--- config.mk ---
export PLATFORM = sky130hd
export DESIGN_NAME = latency_hist
export DESIGN_NICKNAME = d
export VERILOG_FILES = /design/src/rtl/lath_pkg.sv /design/src/rtl/lath_stamp.sv /design/src/rtl/lath_ring.sv /design/src/rtl/lath_reader.sv /design/src/rtl/latency_hist.sv
export SDC_FILE = /design/constraint.sdc
export NUM_CORES = 1
export LEC_CHECK = 0
export BUFFER_PORTS_ARGS = -buffer_cell sky130_fd_sc_hd__buf_4
export CAP_MARGIN = 20
export CORE_MARGIN = 8
export CORE_UTILIZATION = 39
export DETAILED_ROUTE_END_ITERATION = 7
export SYNTH_ARGS = -nofsm -noshare
export SYNTH_HDL_FRONTEND = slang
export SYNTH_SLANG_ARGS = --single-unit
--- constraint.sdc ---
create_clock -name clk -period 7.8 [get_ports clk]
set_input_delay 0.39 -clock clk [delete_from_list [all_inputs] [get_ports clk]]
set_output_delay 0.39 -clock clk [all_outputs]
set_load 0.02 [all_outputs]
--- src/rtl/lath_pkg.sv ---
package lath_pkg;
  localparam int unsigned LINES_DEF = 8;
  localparam int unsigned DEPTH_DEF = 8;
  localparam int unsigned CYC_W_DEF = 16;
  localparam int unsigned CNT_W_DEF = 16;

  function automatic bit is_pow2(input int unsigned v);
    return (v != 0) && ((v & (v - 1)) == 0);
  endfunction
endpackage

--- src/rtl/lath_stamp.sv ---
module lath_stamp #(
  parameter int unsigned NUM_LINES = 8,
  parameter int unsigned CYC_W     = 16,
  parameter int unsigned CNT_W     = 16
) (
  input  logic                 clk,
  input  logic                 rst_n,
  input  logic [CYC_W-1:0]     cycle,
  input  logic [NUM_LINES-1:0] raise_req,
  output logic [NUM_LINES-1:0] rise,
  output logic [CYC_W-1:0]     stamp [NUM_LINES],
  output logic [CNT_W-1:0]     raise_count
);
  localparam int unsigned ADD_W = $clog2(NUM_LINES + 1);

  logic [NUM_LINES-1:0] req_q;
  logic [ADD_W-1:0]     rise_n;

  // a rising edge is a high level that was low (or in reset) last cycle
  assign rise = raise_req & ~req_q;

  always_ff @(posedge clk) begin
    if (!rst_n) req_q <= '0;
    else        req_q <= raise_req;
  end

  always_comb begin
    rise_n = '0;
    for (int i = 0; i < NUM_LINES; i++) rise_n = rise_n + ADD_W'(rise[i]);
  end

  for (genvar l = 0; l < NUM_LINES; l++) begin : g_line
    always_ff @(posedge clk) begin
      if (!rst_n)       stamp[l] <= '0;
      else if (rise[l]) stamp[l] <= cycle;
    end
  end

  always_ff @(posedge clk) begin
    if (!rst_n) raise_count <= '0;
    else        raise_count <= raise_count + CNT_W'(rise_n);
  end
endmodule

--- src/rtl/lath_ring.sv ---
module lath_ring #(
  parameter int unsigned DEPTH  = 8,
  parameter int unsigned CYC_W  = 16,
  parameter int unsigned LINE_W = 3,
  parameter int unsigned IDX_W  = 3
) (
  input  logic              clk,
  input  logic              rst_n,
  input  logic [CYC_W-1:0]  cycle,
  input  logic              take_valid,
  input  logic [LINE_W-1:0] take_line,
  input  logic [CYC_W-1:0]  take_raise,
  output logic [IDX_W-1:0]  wr_idx,
  output logic [LINE_W-1:0] mem_line  [DEPTH],
  output logic [CYC_W-1:0]  mem_raise [DEPTH],
  output logic [CYC_W-1:0]  mem_take  [DEPTH]
);
  // power-of-two depth: the index wraps by plain overflow
  always_ff @(posedge clk) begin
    if (!rst_n)          wr_idx <= '0;
    else if (take_valid) wr_idx <= wr_idx + IDX_W'(1);
  end

  for (genvar e = 0; e < DEPTH; e++) begin : g_slot
    logic hit;
    assign hit = take_valid && (wr_idx == IDX_W'(e));
    always_ff @(posedge clk) begin
      if (!rst_n) begin
        mem_line[e]  <= '0;
        mem_raise[e] <= '0;
        mem_take[e]  <= '0;
      end else if (hit) begin
        mem_line[e]  <= take_line;
        mem_raise[e] <= take_raise;
        mem_take[e]  <= cycle;
      end
    end
  end
endmodule

--- src/rtl/lath_reader.sv ---
module lath_reader #(
  parameter int unsigned DEPTH  = 8,
  parameter int unsigned CYC_W  = 16,
  parameter int unsigned LINE_W = 3,
  parameter int unsigned IDX_W  = 3
) (
  input  logic [IDX_W-1:0]  wr_idx,
  input  logic [IDX_W-1:0]  rd_idx,
  input  logic [LINE_W-1:0] mem_line  [DEPTH],
  input  logic [CYC_W-1:0]  mem_raise [DEPTH],
  input  logic [CYC_W-1:0]  mem_take  [DEPTH],
  output logic              rd_valid,
  output logic [LINE_W-1:0] rd_line,
  output logic [CYC_W-1:0]  rd_raise_cyc,
  output logic [CYC_W-1:0]  rd_take_cyc,
  output logic [CYC_W-1:0]  rd_latency,
  output logic              rd_gap_valid,
  output logic [CYC_W-1:0]  rd_gap
);
  logic [DEPTH-1:0] live;

  // live[j]: readout positions 0..j all hold a non-zero take time
  for (genvar j = 0; j < DEPTH; j++) begin : g_walk
    logic [IDX_W-1:0] slot;
    assign slot = wr_idx - IDX_W'(j) - IDX_W'(1);
    if (j == 0) begin : g_first
      assign live[j] = |mem_take[slot];
    end else begin : g_rest
      assign live[j] = live[j-1] & (|mem_take[slot]);
    end
  end

  logic [IDX_W-1:0] newer;
  logic [IDX_W-1:0] cur;
  assign newer = wr_idx - rd_idx;
  assign cur   = newer - IDX_W'(1);

  always_comb begin
    rd_valid     = live[rd_idx];
    rd_line      = '0;
    rd_raise_cyc = '0;
    rd_take_cyc  = '0;
    rd_latency   = '0;
    rd_gap_valid = 1'b0;
    rd_gap       = '0;
    if (rd_valid) begin
      rd_line      = mem_line[cur];
      rd_raise_cyc = mem_raise[cur];
      rd_take_cyc  = mem_take[cur];
      rd_latency   = mem_take[cur] - mem_raise[cur];
      if (rd_idx != '0) begin
        rd_gap_valid = 1'b1;
        rd_gap       = mem_take[newer] - mem_take[cur];
      end
    end
  end
endmodule

--- src/rtl/latency_hist.sv ---
module latency_hist #(
  parameter int unsigned NUM_LINES = lath_pkg::LINES_DEF,
  parameter int unsigned DEPTH     = lath_pkg::DEPTH_DEF,
  parameter int unsigned CYC_W     = lath_pkg::CYC_W_DEF,
  parameter int unsigned CNT_W     = lath_pkg::CNT_W_DEF,
  localparam int unsigned LINE_W   = (NUM_LINES > 1) ? $clog2(NUM_LINES) : 1,
  localparam int unsigned IDX_W    = $clog2(DEPTH)
) (
  input  logic                 clk,
  input  logic                 rst_n,
  input  logic [CYC_W-1:0]     cycle,
  input  logic [NUM_LINES-1:0] raise_req,
  input  logic                 take_valid,
  input  logic [LINE_W-1:0]    take_line,
  input  logic [IDX_W-1:0]     rd_idx,
  output logic                 rd_valid,
  output logic [LINE_W-1:0]    rd_line,
  output logic [CYC_W-1:0]     rd_raise_cyc,
  output logic [CYC_W-1:0]     rd_take_cyc,
  output logic [CYC_W-1:0]     rd_latency,
  output logic                 rd_gap_valid,
  output logic [CYC_W-1:0]     rd_gap,
  output logic [CNT_W-1:0]     raise_count
);
  if (!lath_pkg::is_pow2(DEPTH) || DEPTH < 2) begin : g_bad_depth
    $error("latency_hist: DEPTH must be a power of two, at least 2");
  end

  logic [NUM_LINES-1:0] rise;
  logic [CYC_W-1:0]     stamp [NUM_LINES];
  logic [CYC_W-1:0]     take_raise;
  logic [IDX_W-1:0]     wr_idx;
  logic [LINE_W-1:0]    mem_line  [DEPTH];
  logic [CYC_W-1:0]     mem_raise [DEPTH];
  logic [CYC_W-1:0]     mem_take  [DEPTH];

  lath_stamp #(.NUM_LINES(NUM_LINES), .CYC_W(CYC_W), .CNT_W(CNT_W)) u_stamp (
    .clk(clk), .rst_n(rst_n), .cycle(cycle), .raise_req(raise_req),
    .rise(rise), .stamp(stamp), .raise_count(raise_count)
  );

  // bypass: a rise in the take cycle has not reached the stamp register yet
  always_comb begin
    take_raise = '0;
    for (int l = 0; l < NUM_LINES; l++) begin
      if (take_line == LINE_W'(l)) take_raise = rise[l] ? cycle : stamp[l];
    end
  end

  lath_ring #(.DEPTH(DEPTH), .CYC_W(CYC_W), .LINE_W(LINE_W), .IDX_W(IDX_W)) u_ring (
    .clk(clk), .rst_n(rst_n), .cycle(cycle), .take_valid(take_valid),
    .take_line(take_line), .take_raise(take_raise), .wr_idx(wr_idx),
    .mem_line(mem_line), .mem_raise(mem_raise), .mem_take(mem_take)
  );

  lath_reader #(.DEPTH(DEPTH), .CYC_W(CYC_W), .LINE_W(LINE_W), .IDX_W(IDX_W)) u_reader (
    .wr_idx(wr_idx), .rd_idx(rd_idx), .mem_line(mem_line), .mem_raise(mem_raise),
    .mem_take(mem_take), .rd_valid(rd_valid), .rd_line(rd_line),
    .rd_raise_cyc(rd_raise_cyc), .rd_take_cyc(rd_take_cyc), .rd_latency(rd_latency),
    .rd_gap_valid(rd_gap_valid), .rd_gap(rd_gap)
  );
endmodule

==> results of run 1 <==
==> routing by layer <==
| layer | wire [um] | GRT usage |
|---|---|---|
| met1 | 31720 | 0.2848 |
| met2 | 33900 | 0.3419 |
| met3 | 5841 | 0.03964 |
| met4 | 2659 | 0.07802 |
| met5 | 0 | 0 |
==> Yosys cell counts (all sizes together) (3+ instances only) <==
cell	number	share of area
clkbuf	181	0.029
nand2	638	0.10
nand2b	28	0.0075
dfxtp	435	0.37
o22ai	21	0.0056
nor4	29	0.0081
nand3	21	0.0045
buf	27	0.0054
mux2i	170	0.073
a221oi	3	0.0011
o41ai	3	0.0011
mux4	102	0.099
xor2	15	0.0056
nor4b	5	0.0019
o22a	14	0.0053
nor3b	15	0.0048
ha	48	0.026
inv	41	0.0066
and2	30	0.0081
a21o	10	0.0032
and3	10	0.0027
o211a	10	0.0043
o211ai	3	0.00097
nor3	38	0.0082
a21boi	266	0.086
nand4	14	0.0038
xnor2	33	0.013
a211oi	23	0.0074
or3	6	0.0016
o21a	6	0.0019
nor2b	156	0.042
nor2	90	0.015
a21oi	47	0.010
fa	8	0.0069
o21ai	51	0.011
mux2	6	0.0029
==> worst max-delay path, cell delays in order, from the launching register on <==
cell      delay, ns
dfxtp_1        0.32
clkinv_1       0.08
ha_4           0.12
inv_1          0.04
fa_1           0.51
clkinv_1       0.09
ha_1           0.20
buf_4          0.20
xnor2_1        0.22
xnor2_2        0.84
buf_4          0.39
mux4_2         0.32
mux2i_1        0.37
ha_1           0.36
a21o_1         0.20
a21oi_1        0.23
o21ai_0        0.17
o41ai_1        0.58
o21ai_0        0.32
a21o_1         0.24
a21oi_1        0.16
xor2_1         0.18
nor3_1         0.06
buf_4          0.19
==> worst max path at each step <==
stage	endpoint	startpoint
final	rd_gap[14]	u_ring.wr_idx[0]
after global routing	rd_gap[14]	u_ring.wr_idx[0]
after CTS	rd_gap[14]	u_ring.wr_idx[0]
after detailed placement	rd_gap[14]	rd_idx[0]
after global placement	rd_gap[14]	rd_idx[0]
after floorplan	rd_latency[15]	u_ring.wr_idx[0]
==> final cells by class <==
class,count,area share
inverters,43,0.006113
flip-flops and latches,435,0.3298
repair buffers,172,0.05151
multi-input cells,1945,0.5159
clock inverters,12,0.006398
clock buffers,73,0.05360
well taps,773,0.03663
==> kinds of logic after synthesis <==
kind of cell	after synthesis	synth area share
xor gates and xnor gates	48	0.01840
muxes	278	0.1749
DFF	435	0.3745
and+or+nand+nor	1085	0.2122
adders and majority gates	56	0.03271
AOI/OAI and AO/OA	478	0.1459
buffers and inverters	251	0.04153
==> state kept, by name (all words and copies together), names as in the netlist <==
| name | cells |
|---|---|
| u_ring.mem_line | 24 |
| u_ring.mem_take | 128 |
| u_stamp.raise_count | 16 |
| u_ring.mem_raise | 128 |
| u_ring.wr_idx | 3 |
| u_stamp.stamp | 128 |
| u_stamp.req_q | 8 |
==> per-stage QoR <==
step,power [mW],cells,worst slack (ns),hold slack [ns]
3_5_place_dp,3.933,3360,0.9686,0.4547
6_report,6.198,3453,0.4028,0.1608
3_3_place_gp,3.906,3359,1.083,0.4477
4_1_cts,6.236,3453,0.4592,0.1251
2_1_floorplan,3.487,2631,0.8290,0.4402
5_1_grt,6.457,3453,0.1018,0.1580
==> power by group <==
| group | leakage [nW] | total [mW] | switching [mW] | internal (mW) |
|---|---|---|---|---|
| registers | 3.54 | 2.36 | 0.0519 | 2.31 |
| clock network | 0.781 | 2.30 | 0.947 | 1.35 |
| logic | 5.84 | 1.54 | 0.908 | 0.628 |
==> impl_results.md, run 1 <==
- Final Wtd Congestion: 0.9138
- # IOs: 118
- Max IR drop VDD: 0.1707 mV
- Layout area overhead: 13.53%
- Leakage power: 10.16 nW
- Reg-to-reg endpoint: u_stamp.raise_count[9]
- Crit Path Class: flop to output port
- Worst hold stages: 3
- Asr flop ratio synth: 0
- Seq/Total Area, Yosys: 0.3745
- Syn Nets: 2,720
- WL per Instance: 21.46 um
- Antenna violations before repair: 0
- Worst Skew: 0.02499 ns
- EDFF count, synth: 0
- Seq cells post-synth: 435
- Vias in the first global route: 18,700
- Final period utilization: 0.9484
- Status: complete, no violations
- Placed cell areas: 0.02474 mm^2
- Die Area: 0.06770 mm^2
- Fin crit period: 7.397 ns
- Clk_lat worst skew: 0.60 ns
- Setup TNS: 0 ns
- Final Cell Area: 0.02640 mm^2
- WHS Endpoint: u_ring.mem_take[40]
- Setup repair bufs after CTS: 0
- N_diodes: 0
- Global route overflow: 0
- Maximum clock path buffer count: 3
- Mapped cell area: 0.02326 mm^2
- Syn Inst Count: 2,631
- Total Nets Final: 2,734
- First-pass GRT wire length: 114,200 um
- Starting Density: 0.3940
- Via-per-instance ratio: 5.615
- # setup viols final: 0
- Max Slew Vio Count: 0
- Syn. warnings: 0
- Layout cells sized above 1: 0.1332
- CP Data Required Time: 7.41 ns
- DRT antenna net count: 0
- Core area: 0.05902 mm^2
- Die height: 260.2 um
- Final core occ: 0.4474
- Root Buffer: clkbuf_16
- Post-DP HPWL: 49,330 um
- Max Freq: 135.2 MHz
- Die Wd: 260.2 um
- Most common cell after layout, fill and taps aside: nand2_1
- Footprint of the multi-input gates: 0.01362 mm^2
- Yosys cell types: 63
- Min-delay src: cycle[8]
- Startpoint Class: flop
- Worst Hold Class: primary input to flop
- Commonest non-fill, non-tap cells in the layout: 638 x nand2_1, 435 x dfxtp_1, 266 x a21boi_0
- Routed via count: 19,390
- CTS buffer count: 48
- R2R setup slack: 3.00 ns
- TritonRoute pass-1 iters: 6
- Crit-path max FO: 18
- Worst-path clk slew: 0.06 ns
- Worst slew pin tran: 1.142 ns
- Cts repair resizes: 0
- Primary FF master, synth: dfxtp_1
- MaxCap Viol Count: 0
- Drt drc: 0
- CP Capture Type: output port
- CTS sink count: 435
- Crit path DAT: 7.01 ns
- RSZ-0062 raised after global routing: no
- GRT Total Usage: 0.2133
- R2R depth: 21
- Hold buffer count at cts: 8
- CTS tree: built
- Power per Cell Area: 234.7 mW/mm^2
- Reg-to-reg startpoint: u_stamp.req_q[0]
- Number of H-tree levels: 2
- Final hold violation count: 0
- FILL cells: 5,691
- Average size of a mapped cell: 8.839 um^2
- Largest net degree at the start of global routing: 224
- Rows: 89
- Reg area: 0.008708 mm^2
- Worst rel slew slack: 0.2388
- Starting DRT DRC Count: 1,836
- Port Buffer Count: 117
- DRT Wirelength: 74,120 um
Power figures use the tool's default switching activity.
==> run 2, diff against run 1 <==
- PLACE_DENSITY: not set -> 0.64
==> run 2 against run 1 <==
Non-clock buffer count decreased by 5. Largest power group unchanged. Wire length increased by 0.16%. Highest routed layer unchanged. Global-route usage decreased by 0.11 points. Combinational power about the same. Count of clock-buffer cells in the layout increased by 3. Design area decreased by 0.17%. First-iteration DRC count increased by 0.27%. Worst hold slack got worse by 0.13 ns. Via count increased by 1.4%. Setup slack got worse by 0.046 ns. Maximum frequency decreased by 0.61%.
==> impl_results.md, run 2 (synthesis gave the netlist of run 1 again) <==
- Status: complete, no violations
- Core area: 0.05902 mm^2
- First-pass GRT wire length: 113,700 um
- Root Buffer: clkbuf_16
- WL met2: 33,480 um
- Final Power: 6.177 mW
- Worst Hold Class: primary input to flop
- Worst path bufs/invs: 8
- Power per Cell Area: 234.3 mW/mm^2
- Highest Signal Layer: met4
- Starting DRT DRC Count: 1,841
- GRT Total Usage: 0.2122
- Startpoint Class: flop
- Crit path DAT: 7.05 ns
- CTS buffer count: 48
- Via-per-instance ratio: 5.694
- TritonRoute pass-1 iters: 7
- Max Slew Vio Count: 0
- Rows: 89
- MaxCap Viol Count: 0
- R2R setup slack: 2.93 ns
- Final Wtd Congestion: 0.8963
- Drt drc: 0
- Die height: 260.2 um
- Reg power frac: 0.383
- Global route overflow: 0
- Clk_lat worst skew: 0.60 ns
- Antenna violations before repair: 0
- Post-DP HPWL: 47,880 um
- Setup repair bufs after CTS: 0
- Crit Path Class: flop to output port
- Largest net degree at the start of global routing: 250
- Largest registers: u_ring.mem_raise x128, u_ring.mem_take x128, u_stamp.stamp x128
- # IOs: 118
- Psw: 1.909 mW
- Maximum clock path buffer count: 3
- Hold slack: 0.03332 ns
- Starting Density: 0.3940
- Worst rel slew slack: 0.1509
- Post-Layout Cell Count: 3,452
- RSZ-0062 raised after global routing: no
- Critical path's largest stage delay: 0.59 ns
- Number of H-tree levels: 2
- Vias in the first global route: 19,170
- Total Nets Final: 2,729
- DRT Wirelength: 74,230 um
- Layout cells sized above 1: 0.1348
- Worst-path clk slew: 0.07 ns
- Routed via count: 19,660
- Kind of cell adding the most delay to the critical path: compound AO/OA/AOI/OAI gates
- Pre-CTS setup slack: 0.6939 ns
- Commonest non-fill, non-tap cells in the layout: 638 x nand2_1, 434 x dfxtp_1, 266 x a21boi_0
- Die Wd: 260.2 um
- Clock Power Share: 0.369
- Worst Skew: 0.03121 ns
- Die Area: 0.06770 mm^2
- # setup viols final: 0
- Worst slew pin tran: 1.274 ns
- Crit-path max FO: 59
- Fin crit period: 7.443 ns
- DRT antenna net count: 0
- CTS sink count: 435
- Layout area overhead: 13.34%
- Setup TNS: 0 ns
- Placed cells: 3,357
- Max IR drop VDD: 0.1437 mV
- N_diodes: 0
- Port Buffer Count: 117
- Post-route setup slack: 0.3572 ns
- WL per Instance: 21.50 um
- Switching share of power: 0.3090
- P_int: 4.268 mW
- Final hold violation count: 0
- CTS tree: built
- CP most frequent cell: buf_4
- Leakage power: 10.13 nW
- Most common cell after layout, fill and taps aside: nand2_1
- Max Freq: 134.4 MHz
- Met1 wire length: 32,080 um
- WL met3: 6411 um
- CP Capture Type: output port
- CP Data Required Time: 7.41 ns
- Final period utilization: 0.9542
- Logic gate share of total power: 0.248
- Slowest cell on crit path: dfxtp_2
[run 2: changes by cell type in the layout (fill, tap and decap cells not counted), sizes merged]
cell / change
clkinvlp: +3
dlygate4sd3: -3
bufinv: -2
clkinv: +2
clkbuf: +3
buf: -2
inv: -2
[run 2: metrics by stage]
step	area, um^2	util
finish	26360	0.4466
global route	26360	0.4466
CTS	26350	0.4464
detailed placement	24700	0.4185
global placement	24700	0.4185
floorplan	23260	-
[run 2: power by group through the flow]
stage	clock, mW	sequential, mW	combinational, mW
CTS	2.32	2.37	1.52
global route	2.41	2.38	1.64
detailed placement	0	2.41	1.51
finish	2.28	2.37	1.53
global placement	0	2.41	1.48
floorplan	0	2.40	1.08
[run 2: timing repair]
item | in CTS | in global routing
hold buffers | 5 | 0
endpoints found under the setup margin | 0 | 7
hold endpoints to repair | 5 | 0
gates resized for setup | 0 | 2
[run 2: worst register-to-register path: stages (launching register included)]
cell	delay [ns]
dfxtp_1	0.30
nand2b_1	0.09
buf_4	0.33
inv_1	0.10
ha_1	0.30
inv_1	0.07
fa_1	0.42
fa_1	0.49
inv_1	0.05
fa_1	0.38
inv_1	0.10
fa_1	0.40
inv_1	0.10
ha_1	0.23
a21o_1	0.16
a21oi_1	0.19
nor2b_1	0.08
o21ai_0	0.32
inv_1	0.19
and3_1	0.23
xor2_1	0.13
and2_1	0.15
[run 2: worst paths after layout]
kind / cells past startpoint / endpoint / from
worst max-delay path: 25 / rd_latency[15] / u_ring.wr_idx[0]
worst min-delay path: 2 / u_stamp.req_q[6] / raise_req[6]
worst max register to register: 21 / u_stamp.raise_count[9] / u_stamp.req_q[1]
worst min register to register: 2 / u_ring.mem_raise[38] / u_ring.mem_raise[38]
[run 2: metal layers]
metal / global-route usage / vias up
li1: - / 9058
met1: 0.2888 / 9588
met2: 0.3386 / 859
met3: 0.03664 / 151
met4: 0.07168 / 0
met5: 0 / -
[run 2: layout make-up]
type	count	area, um^2
fillers	5653	32660
multi-input cells	1945	13630
flip-flops and latches	435	8710
clock buffers	76	1479
repair buffers	167	1299
well taps	773	967.2
inverters	43	161.4
clock inverters	13	116.4
==> run 3, diff against run 2 <==
- CORE_UTILIZATION: 39 -> 55
- PLACE_DENSITY: 0.64 -> 0.82
==> run 3 against run 2 <==
Setup slack gained 0.18 ns. Register-to-register slack gained 0.03 ns. Total power shrank 3.0%. Design area shrank 2.0%. Critical path type unchanged. Largest cell class unchanged. Largest power group unchanged.
==> impl_results.md, run 3 (synthesis gave the netlist of run 1 again) <==
- Cts repair resizes: 0
- CTS sink count: 435
- DRT antenna net count: 0
- R2R setup slack: 2.96 ns
- Crit Path Class: flop to output port
- Setup repair bufs after CTS: 0
- N_diodes: 0
- Layout area overhead: 11.02%
- Worst Setup SP: u_ring.wr_idx[0]
- Reg-to-reg startpoint: u_stamp.req_q[0]
- Setup TNS: 0 ns
- Port Buffer Count: 117
- Final period utilization: 0.9312
- Commonest non-fill, non-tap cells in the layout: 633 x nand2_1, 435 x dfxtp_1, 266 x a21boi_0
- Max IR drop VDD: 0.1554 mV
- Global route overflow: 0
- Placed cell areas: 0.02434 mm^2
- CTS buffer count: 45
- Worst slew pin tran: 1.123 ns
- WL per Instance: 21.86 um
- R2R depth: 21
- Busiest layer in global routing: met2
- Starting Density: 0.5557
- GR met1 Demand/Resource: 0.3317
- Antenna violations before repair: 0
- Die Wd: 221.6 um
- Die height: 221.6 um
- Max Slew Vio Count: 0
- Max Freq: 137.7 MHz
- Via-per-instance ratio: 6.263
- Power per Cell Area: 232.1 mW/mm^2
- TritonRoute pass-1 iters: 6
- Total Nets Final: 2,715
- Vias in the first global route: 19,580
- Worst Skew: 0.02762 ns
- Hold buffer count at cts: 0
- CP Capture Type: output port
- Final Wtd Congestion: 0.9884
- RSZ-0062 raised after global routing: no
- # setup viols final: 0
- Largest net degree at the start of global routing: 211
- # IOs: 118
- Worst rel slew slack: 0.2462
- Worst Hold Class: primary input to flop
- Crit path DAT: 6.87 ns
- Reg-to-reg endpoint: u_stamp.raise_count[9]
- GRT Total Usage: 0.2721
- Starting DRT DRC Count: 1,981
- Status: complete, no violations
- Largest registers: u_ring.mem_raise x128, u_ring.mem_take x128, u_stamp.stamp x128
- Drt drc: 0
- CTS tree: built
- Final hold violation count: 0
- CP Data Required Time: 7.41 ns
- Final core occ: 0.6169
- First-pass GRT wire length: 108,900 um
- Die Area: 0.04912 mm^2
- Crit-path max FO: 20
- MaxCap Viol Count: 0
- Final Power: 5.994 mW
- Most common cell after layout, fill and taps aside: nand2_1
- Number of H-tree levels: 2
- Final Cell Area: 0.02582 mm^2
- Clk_lat worst skew: 0.57 ns
- Routed via count: 20,000
- CP Capture Point: rd_latency[15]
- Post-DP HPWL: 45,610 um
- Root Buffer: clkbuf_16
- Leakage power: 10.01 nW
- Maximum clock path buffer count: 3
- Startpoint Class: flop
- M3 GR Usage: 0.07314
- Rows: 75
- Worst-path clk slew: 0.06 ns
- DRT Wirelength: 69,830 um
- Layout cells sized above 1: 0.1303
- GR Layer Usage met2: 0.4398
- Core area: 0.04185 mm^2
- Fin crit period: 7.263 ns
run 3: cell types whose count changed in the layout (fill, tap and decap cells not counted), moves of 2 or more:
cell / before / now
clkinv_2: 6 / 4
clkbuf_16: 50 / 46
clkbuf_8: 13 / 9
buf_12: 2 / 0
nand2_2: 0 / 5
nand2_1: 638 / 633
dlygate4sd3_1: 5 / 0
clkinvlp_4: 3 / 0
buf_4: 159 / 153
run 3: per-stage QoR:
| step | cells | worst slack (ns) | hold slack [ns] |
|---|---|---|---|
| after floorplan | 2631 | 0.8290 | 0.4402 |
| after global placement | 3116 | 1.339 | 0.4484 |
| after detailed placement | 3116 | 1.219 | 0.4599 |
| after CTS | 3192 | 0.5813 | 0.01355 |
| after global routing | 3194 | 0.1377 | 0.02699 |
| final | 3194 | 0.5367 | 0.02891 |
run 3: routing by layer:
layer	share of wire	vias up
met5	0	-
met4	0.053	0
met3	0.11	254
met2	0.46	1100
met1	0.38	9627
li1	-	9022
run 3: critical path, cell delays in order (launching register included):
cell      delay, ns
dfxtp_1        0.79
clkinv_1       0.29
ha_4           0.22
inv_1          0.06
fa_1           0.43
clkinv_1       0.08
ha_1           0.18
xnor2_1        0.15
xnor2_2        0.37
buf_4          0.39
mux4_2         0.35
mux2i_1        0.42
inv_1          0.16
ha_1           0.30
nor2b_1        0.14
o31a_1         0.28
o41ai_1        0.32
o211ai_1       0.21
a31o_2         0.27
a21o_1         0.19
and3_1         0.20
o21a_1         0.18
nor3_1         0.15
buf_4          0.18
run 3: report_power, final:
part / leakage (nW) / switching [mW] / internal (mW) / total, mW
clock network: 0.708 / 0.903 / 1.23 / 2.13
registers: 3.54 / 0.0554 / 2.31 / 2.37
logic: 5.77 / 0.884 / 0.612 / 1.50
run 3: worst min path at each step:
stage,startpoint,endpoint,slack [ns],cells after the start
4_1_cts,raise_req[3],u_stamp.req_q[3],0.01,2
6_report,raise_req[3],u_stamp.req_q[3],0.03,2
3_3_place_gp,u_ring.mem_raise[93],u_ring.mem_raise[93],0.45,2
5_1_grt,raise_req[3],u_stamp.req_q[3],0.03,2
2_1_floorplan,u_ring.mem_line[0],u_ring.mem_line[0],0.44,2
3_5_place_dp,u_ring.mem_raise[45],u_ring.mem_raise[45],0.46,2
run 3: area by class of cell:
class,instances,area (um^2)
clock inverter,10,133.9
multi-input combinational,1945,13630
sequential,435,8708
clock buffer,66,1306
inverter,43,161.4
tap,539,674.4
timing repair buffer,156,1201
fill,3426,16030
